### src/rtl/serial_fcs_engine.sv
module serial_fcs_engine #(
  parameter int          WIDTH = 16,
  parameter logic [WIDTH-1:0] POLY = 16'h1021
) (
  input  logic             clk,
  input  logic             rst_n,
  input  logic             clr,
  input  logic             bit_vld,
  input  logic             bit_in,
  output logic [WIDTH-1:0] rem_out,
  output logic             rem_zero
);

  localparam int MSB = WIDTH - 1;

  logic [WIDTH-1:0] cells;
  logic [WIDTH-1:0] cells_nxt;
  logic             fb;

  assign fb = cells[MSB];

  // C0 always takes the feedback: the constant term of the divisor is 1.
  assign cells_nxt[0] = bit_in ^ fb;

  for (genvar i = 1; i < WIDTH; i++) begin : g_tap
    if (POLY[i]) begin : g_xor
      assign cells_nxt[i] = cells[i-1] ^ fb;
    end else begin : g_wire
      assign cells_nxt[i] = cells[i-1];
    end
  end

  always_ff @(posedge clk or negedge rst_n) begin
    if (!rst_n)       cells <= '0;
    else if (clr)     cells <= '0;
    else if (bit_vld) cells <= cells_nxt;
  end

  assign rem_out  = cells;
  assign rem_zero = ~|cells;

  p_clear_zero_r1: assert property (@(posedge clk) disable iff (!rst_n)
    clr |=> (rem_out == '0));

  p_hold_idle_r2: assert property (@(posedge clk) disable iff (!rst_n)
    (!clr && !bit_vld) |=> $stable(rem_out));

  p_clear_wins_r3: assert property (@(posedge clk) disable iff (!rst_n)
    (clr && bit_vld && bit_in) |=> rem_zero);

  p_plain_shift_r4: assert property (@(posedge clk) disable iff (!rst_n)
    (!clr && bit_vld && !rem_out[MSB]) |=>
      (rem_out == {$past(rem_out[MSB-1:0]), $past(bit_in)}));

  p_feedback_c0_r5: assert property (@(posedge clk) disable iff (!rst_n)
    (!clr && bit_vld && rem_out[MSB]) |=> (rem_out[0] == !$past(bit_in)));

  p_zero_stays_r9: assert property (@(posedge clk) disable iff (!rst_n)
    (!clr && bit_vld && rem_zero && !bit_in) |=> rem_zero);

endmodule

### config.mk
export PLATFORM = sky130hd
export DESIGN_NAME = serial_fcs_engine
export DESIGN_NICKNAME = d
export VERILOG_FILES = /design/src/rtl/serial_fcs_engine.sv
export SDC_FILE = /design/constraint.sdc
export NUM_CORES = 1
export LEC_CHECK = 0
export CAP_MARGIN = 20
export CORE_MARGIN = 1
export CORE_UTILIZATION = 40
export CTS_CLUSTER_SIZE = 40
export DETAILED_ROUTE_END_ITERATION = 8
export PLACE_DENSITY = 0.81
export SYNTH_ARGS = -nofsm -noshare
export SYNTH_HDL_FRONTEND = slang
export SYNTH_SLANG_ARGS = --single-unit
### constraint.sdc
create_clock -name clk -period 2.3 [get_ports clk]
set_input_delay 0.46 -clock clk [delete_from_list [all_inputs] [get_ports clk]]
set_output_delay 0.46 -clock clk [all_outputs]
set_load 0.01 [all_outputs]
**Word-level counts from Yosys, hierarchy flattened**

Cells that the tools add are included.

- Flip-flop bits (word level): 16
- Latch bits: 0
- Logic and storage cells: 9
- Memories kept: 0
- RAM bits: 0
- ROM bits: 0

- $mul: 0
- Reductions and logical operators: 3
- Equality and inequality tests: 0
- Bitwise operators: 3
- Add/subtract/negate cells: 0
- Divide/modulo/power cells: 0
- Shift operators: 0
- Magnitude comparators: 0
- Mux-type cells: 2

Operators with widths:

| cell | count |
|---|---|
| two-way mux 16 bit | 2 |
| OR reduction 16 bit | 1 |
| bitwise XOR 1 bit | 3 |
| nonzero test 2 bit | 1 |
| logical NOT 1 bit | 1 |

**Logic depth before layout (Yosys ltp)**

- Depth after elaboration: 3
- Mapped depth: 4
- Gate-level depth less buffers: 2

**Least setup slack after synthesis**

No wires, ideal clock.

- Path type: register to output
- Start: register cells[15] (netlist: rem_out[15])
- End: output port rem_zero
- Data arrival time: 995 ps
- Cell stages (with the launch flop): 4
- Slack: 845 ps
- Required time: 1,840 ps
- Cells stage by stage: dfrtp_1 -> buf_2 -> nor4_1 -> and4_1

- Word-level cells in the longest chain between the ends: 2

RTL lines:

| element | RTL line | RTL |
|---|---|---|
| start: declaration | 16 | `logic [WIDTH-1:0] cells;` |
| start signal: assignment | 36 | `else if (bit_vld) cells <= cells_nxt;` |
| OR reduction 16 bit | 40 | `assign rem_zero = ~\|cells;` |
| logical NOT 1 bit | 40 |  |
| end: declaration | 11 | `output logic rem_zero` |

Every way passes these cells.

**Worst setup path after layout**

- Start: register cells[2] (netlist: rem_out[2])
- End: output port rem_zero

The elaborated chain is that of the path after synthesis.

==> results.toml <==
[cts]
cts_hold_buffers = 0
clkSinkCount = 16
numCtsBuffers = 3
htreeDepth = 1
clk_pin_slew_ns = 0.10
cts_tree = "built"
clockRootBuffer = "clkbuf_4"
clk_latency_ns = 0.30
clk_path_buf_depth = 2

[cells_and_area]
antennaDiodeCount = 0
largest_register_ffs = 16
area_growth_pct = 36.93
drive_gt1_frac = 0.2024
layout.nets = 90
fill_cells = 156

[drt]
via_count = 543
drtIter0Drc = 6
remaining_drc_errors = 0
avgRoutedWirePerCell_um = 13.95
first_pass_iters = 4
wl_um = 1521
final_antenna_net_count = 0
via_per_inst = 4.982

[power_and_ir_drop]
p_per_area_nw_per_um2 = 549.3
peakVddDrop_uv = 274.7
leakagePower_nw = 0.4535

[timing]
rsz0062_at_grt = "false"
tns_ns = 0
maxSlewHeadroom = 0.5269
hold_viol = 0
finalWorstSetupSlack_ns = 0.07216
finClkSkew_ns = 0.006805
hold_slack_ns = 0.5761
max_freq_mhz = 448.9
tightest_slew_ns = 0.7074
fin_crit_ns = 2.228
slew_viol_final = 0
fin_crit_sh = 0.9686
setup_violations = 0

[grt]
met3_usage = 0.03200
grt-busiest-layer = "met2"
grt.total_usage = 0.1727
use_met1 = 0.2098
grt_pass1_vias = 512
grt_max_degree = 20
grt_pass1_wl_um = 2394
overflow = 0
antenna_found_initial = 0
grt_use_met2 = 0.2725

[yosys]
yosysTopAreaCellShare = 0.5396
synth_edf_count = 0
synthArstFlopShare = 1.000
yosysMostFrequentCell = "dfrtp_1"
seq_area_frac_synth = 0.5396
synthFlopType = "dfrtp_1"
synthDistinctLibCells = 12
syn_inst = 61
syn_nets = 66
netlist_area_um2 = 742.0
synth-seq-cells = 16
synth_top_cells_by_count = "dfrtp_1, mux2i_1, nor2_1, nor4_1"
synth.area.top_cells = "dfrtp_1, mux2i_1, nor2_1"
yosysWarnings = 0
synth_top_area_cell = "dfrtp_1"
avgSynthCellArea_um2 = 12.16

[hold_path]
hp-class = "input pin to async pin"

[worst_setup_path]
r2r-end = "rem_out[3]"
end_kind = "output pin"
r2r_slack_ns = 1.35
worst_path_largest_cell_delay_ns = 0.53
critPathBufInv = 1
worst_ep_arrival_time_ns = 1.77
path_max_fanout = 4
rr_worst_depth = 3
crit_family = "buffers and inverters"
worstReg2RegStart = "rem_out[2]"
worstPathCellList = "nor4_2 > and4_1 > clkdlybuf4s50_1"
worstSetupPathType = "register to output pin"
worst-path-stages = 3
required_ns = 1.84
endpoint = "rem_zero"
cp-start-kind = "register"
startpoint = "rem_out[2]"
crit_slowest_cell = "clkdlybuf4s50_1"

[place]
routabilityCongestion = 0.7370
post-place-ws_ns = 0.3469
hpwlAfterDp_um = 996
io_buffers = 21

[floorplan]
dieArea_um2 = 2031
die-width_um = 45.07
die-height_um = 45.07
pin_count = 22
design.core.area_um2 = 1727
rows = 15
initial_utilization = 0.4297

[flow_run]
drv_cap = 0

[status]
status = "completed"
==> worst min-delay path by stage <==
| stage | from | slack [ns] | endpoint | cells after the start |
|---|---|---|---|---|
| 2_1_floorplan | rst_n | 0.16 | rem_out[0] | 0 |
| 6_report | rst_n | 0.58 | rem_out[12] | 1 |
| 4_1_cts | rem_out[10] | 0.59 | rem_out[10] | 2 |
| 3_5_place_dp | rem_out[10] | 0.57 | rem_out[10] | 2 |
| 5_1_grt | rst_n | 0.64 | rem_out[0] | 1 |
| 3_3_place_gp | rem_out[10] | 0.55 | rem_out[10] | 2 |
==> kinds of logic (layout without fill, tap and decap cells) <==
| logic type | after synthesis | in the layout | synth area share |
|---|---|---|---|
| AND/OR/NAND/NOR | 21 | 21 | 0.1366 |
| flip-flops | 16 | 16 | 0.5396 |
| multiplexers | 13 | 13 | 0.1754 |
| buffers and inverters | 5 | 28 | 0.06239 |
| AO/OA/AOI/OAI | 3 | 3 | 0.05060 |
| XOR/XNOR | 3 | 3 | 0.03542 |
==> timing repair <==
item | 4_1_cts | 5_1_grt
endpoints found under the setup margin | 0 | 1
buffers inserted | 0 | 2
gates resized for setup | 0 | 4
==> metal layers <==
metal,vias up,wire [µm]
li1,256,-
met1,270,655
met2,13,752
met3,4,67
met4,0,44
met5,-,0
==> power breakdown <==
part | internal [mW] | switching (mW)
combinational | 0.0374 | 0.0327
clock | 0.0966 | 0.0963
sequential | 0.287 | 0.00814
total | 0.421 | 0.137
==> area by class of cell <==
| type | instances | area, µm² | area share |
|---|---|---|---|
| Sequential cell | 16 | 401.6 | 0.3953 |
| Tap cell | 25 | 31.28 | 0.03079 |
| Timing Repair Buffer | 24 | 232.7 | 0.2291 |
| Clock buffer | 4 | 36.28 | 0.03571 |
| Multi-Input combinational cell | 40 | 314.1 | 0.3091 |
==> placed cells by master (no fill, tap or decap) <==
| cell type | instances |
|---|---|
| a211oi_2 | 3 |
| nor4_1 | 1 |
| clkbuf_4 | 3 |
| and4_1 | 1 |
| clkdlybuf4s50_1 | 21 |
| clkbuf_8 | 1 |
| dfrtp_2 | 1 |
| nor4_2 | 3 |
| nor2_2 | 3 |
| nor2_1 | 13 |
| mux2i_1 | 13 |
| buf_4 | 3 |
| xnor2_1 | 3 |
| dfrtp_1 | 15 |
==> per-stage QoR <==
stage	instance area [µm²]	utilization	instances	total power [mW]
detailed placement	944.7	0.5471	103	0.3686
finish	1016	0.5884	109	0.5581
global route	1016	0.5884	109	0.5751
global placement	944.7	0.5471	103	0.3670
CTS	980.9	0.5681	107	0.5594
floorplan	742.0	-	61	0.3386
No activity file was read; power rests on OpenSTA's default activity.
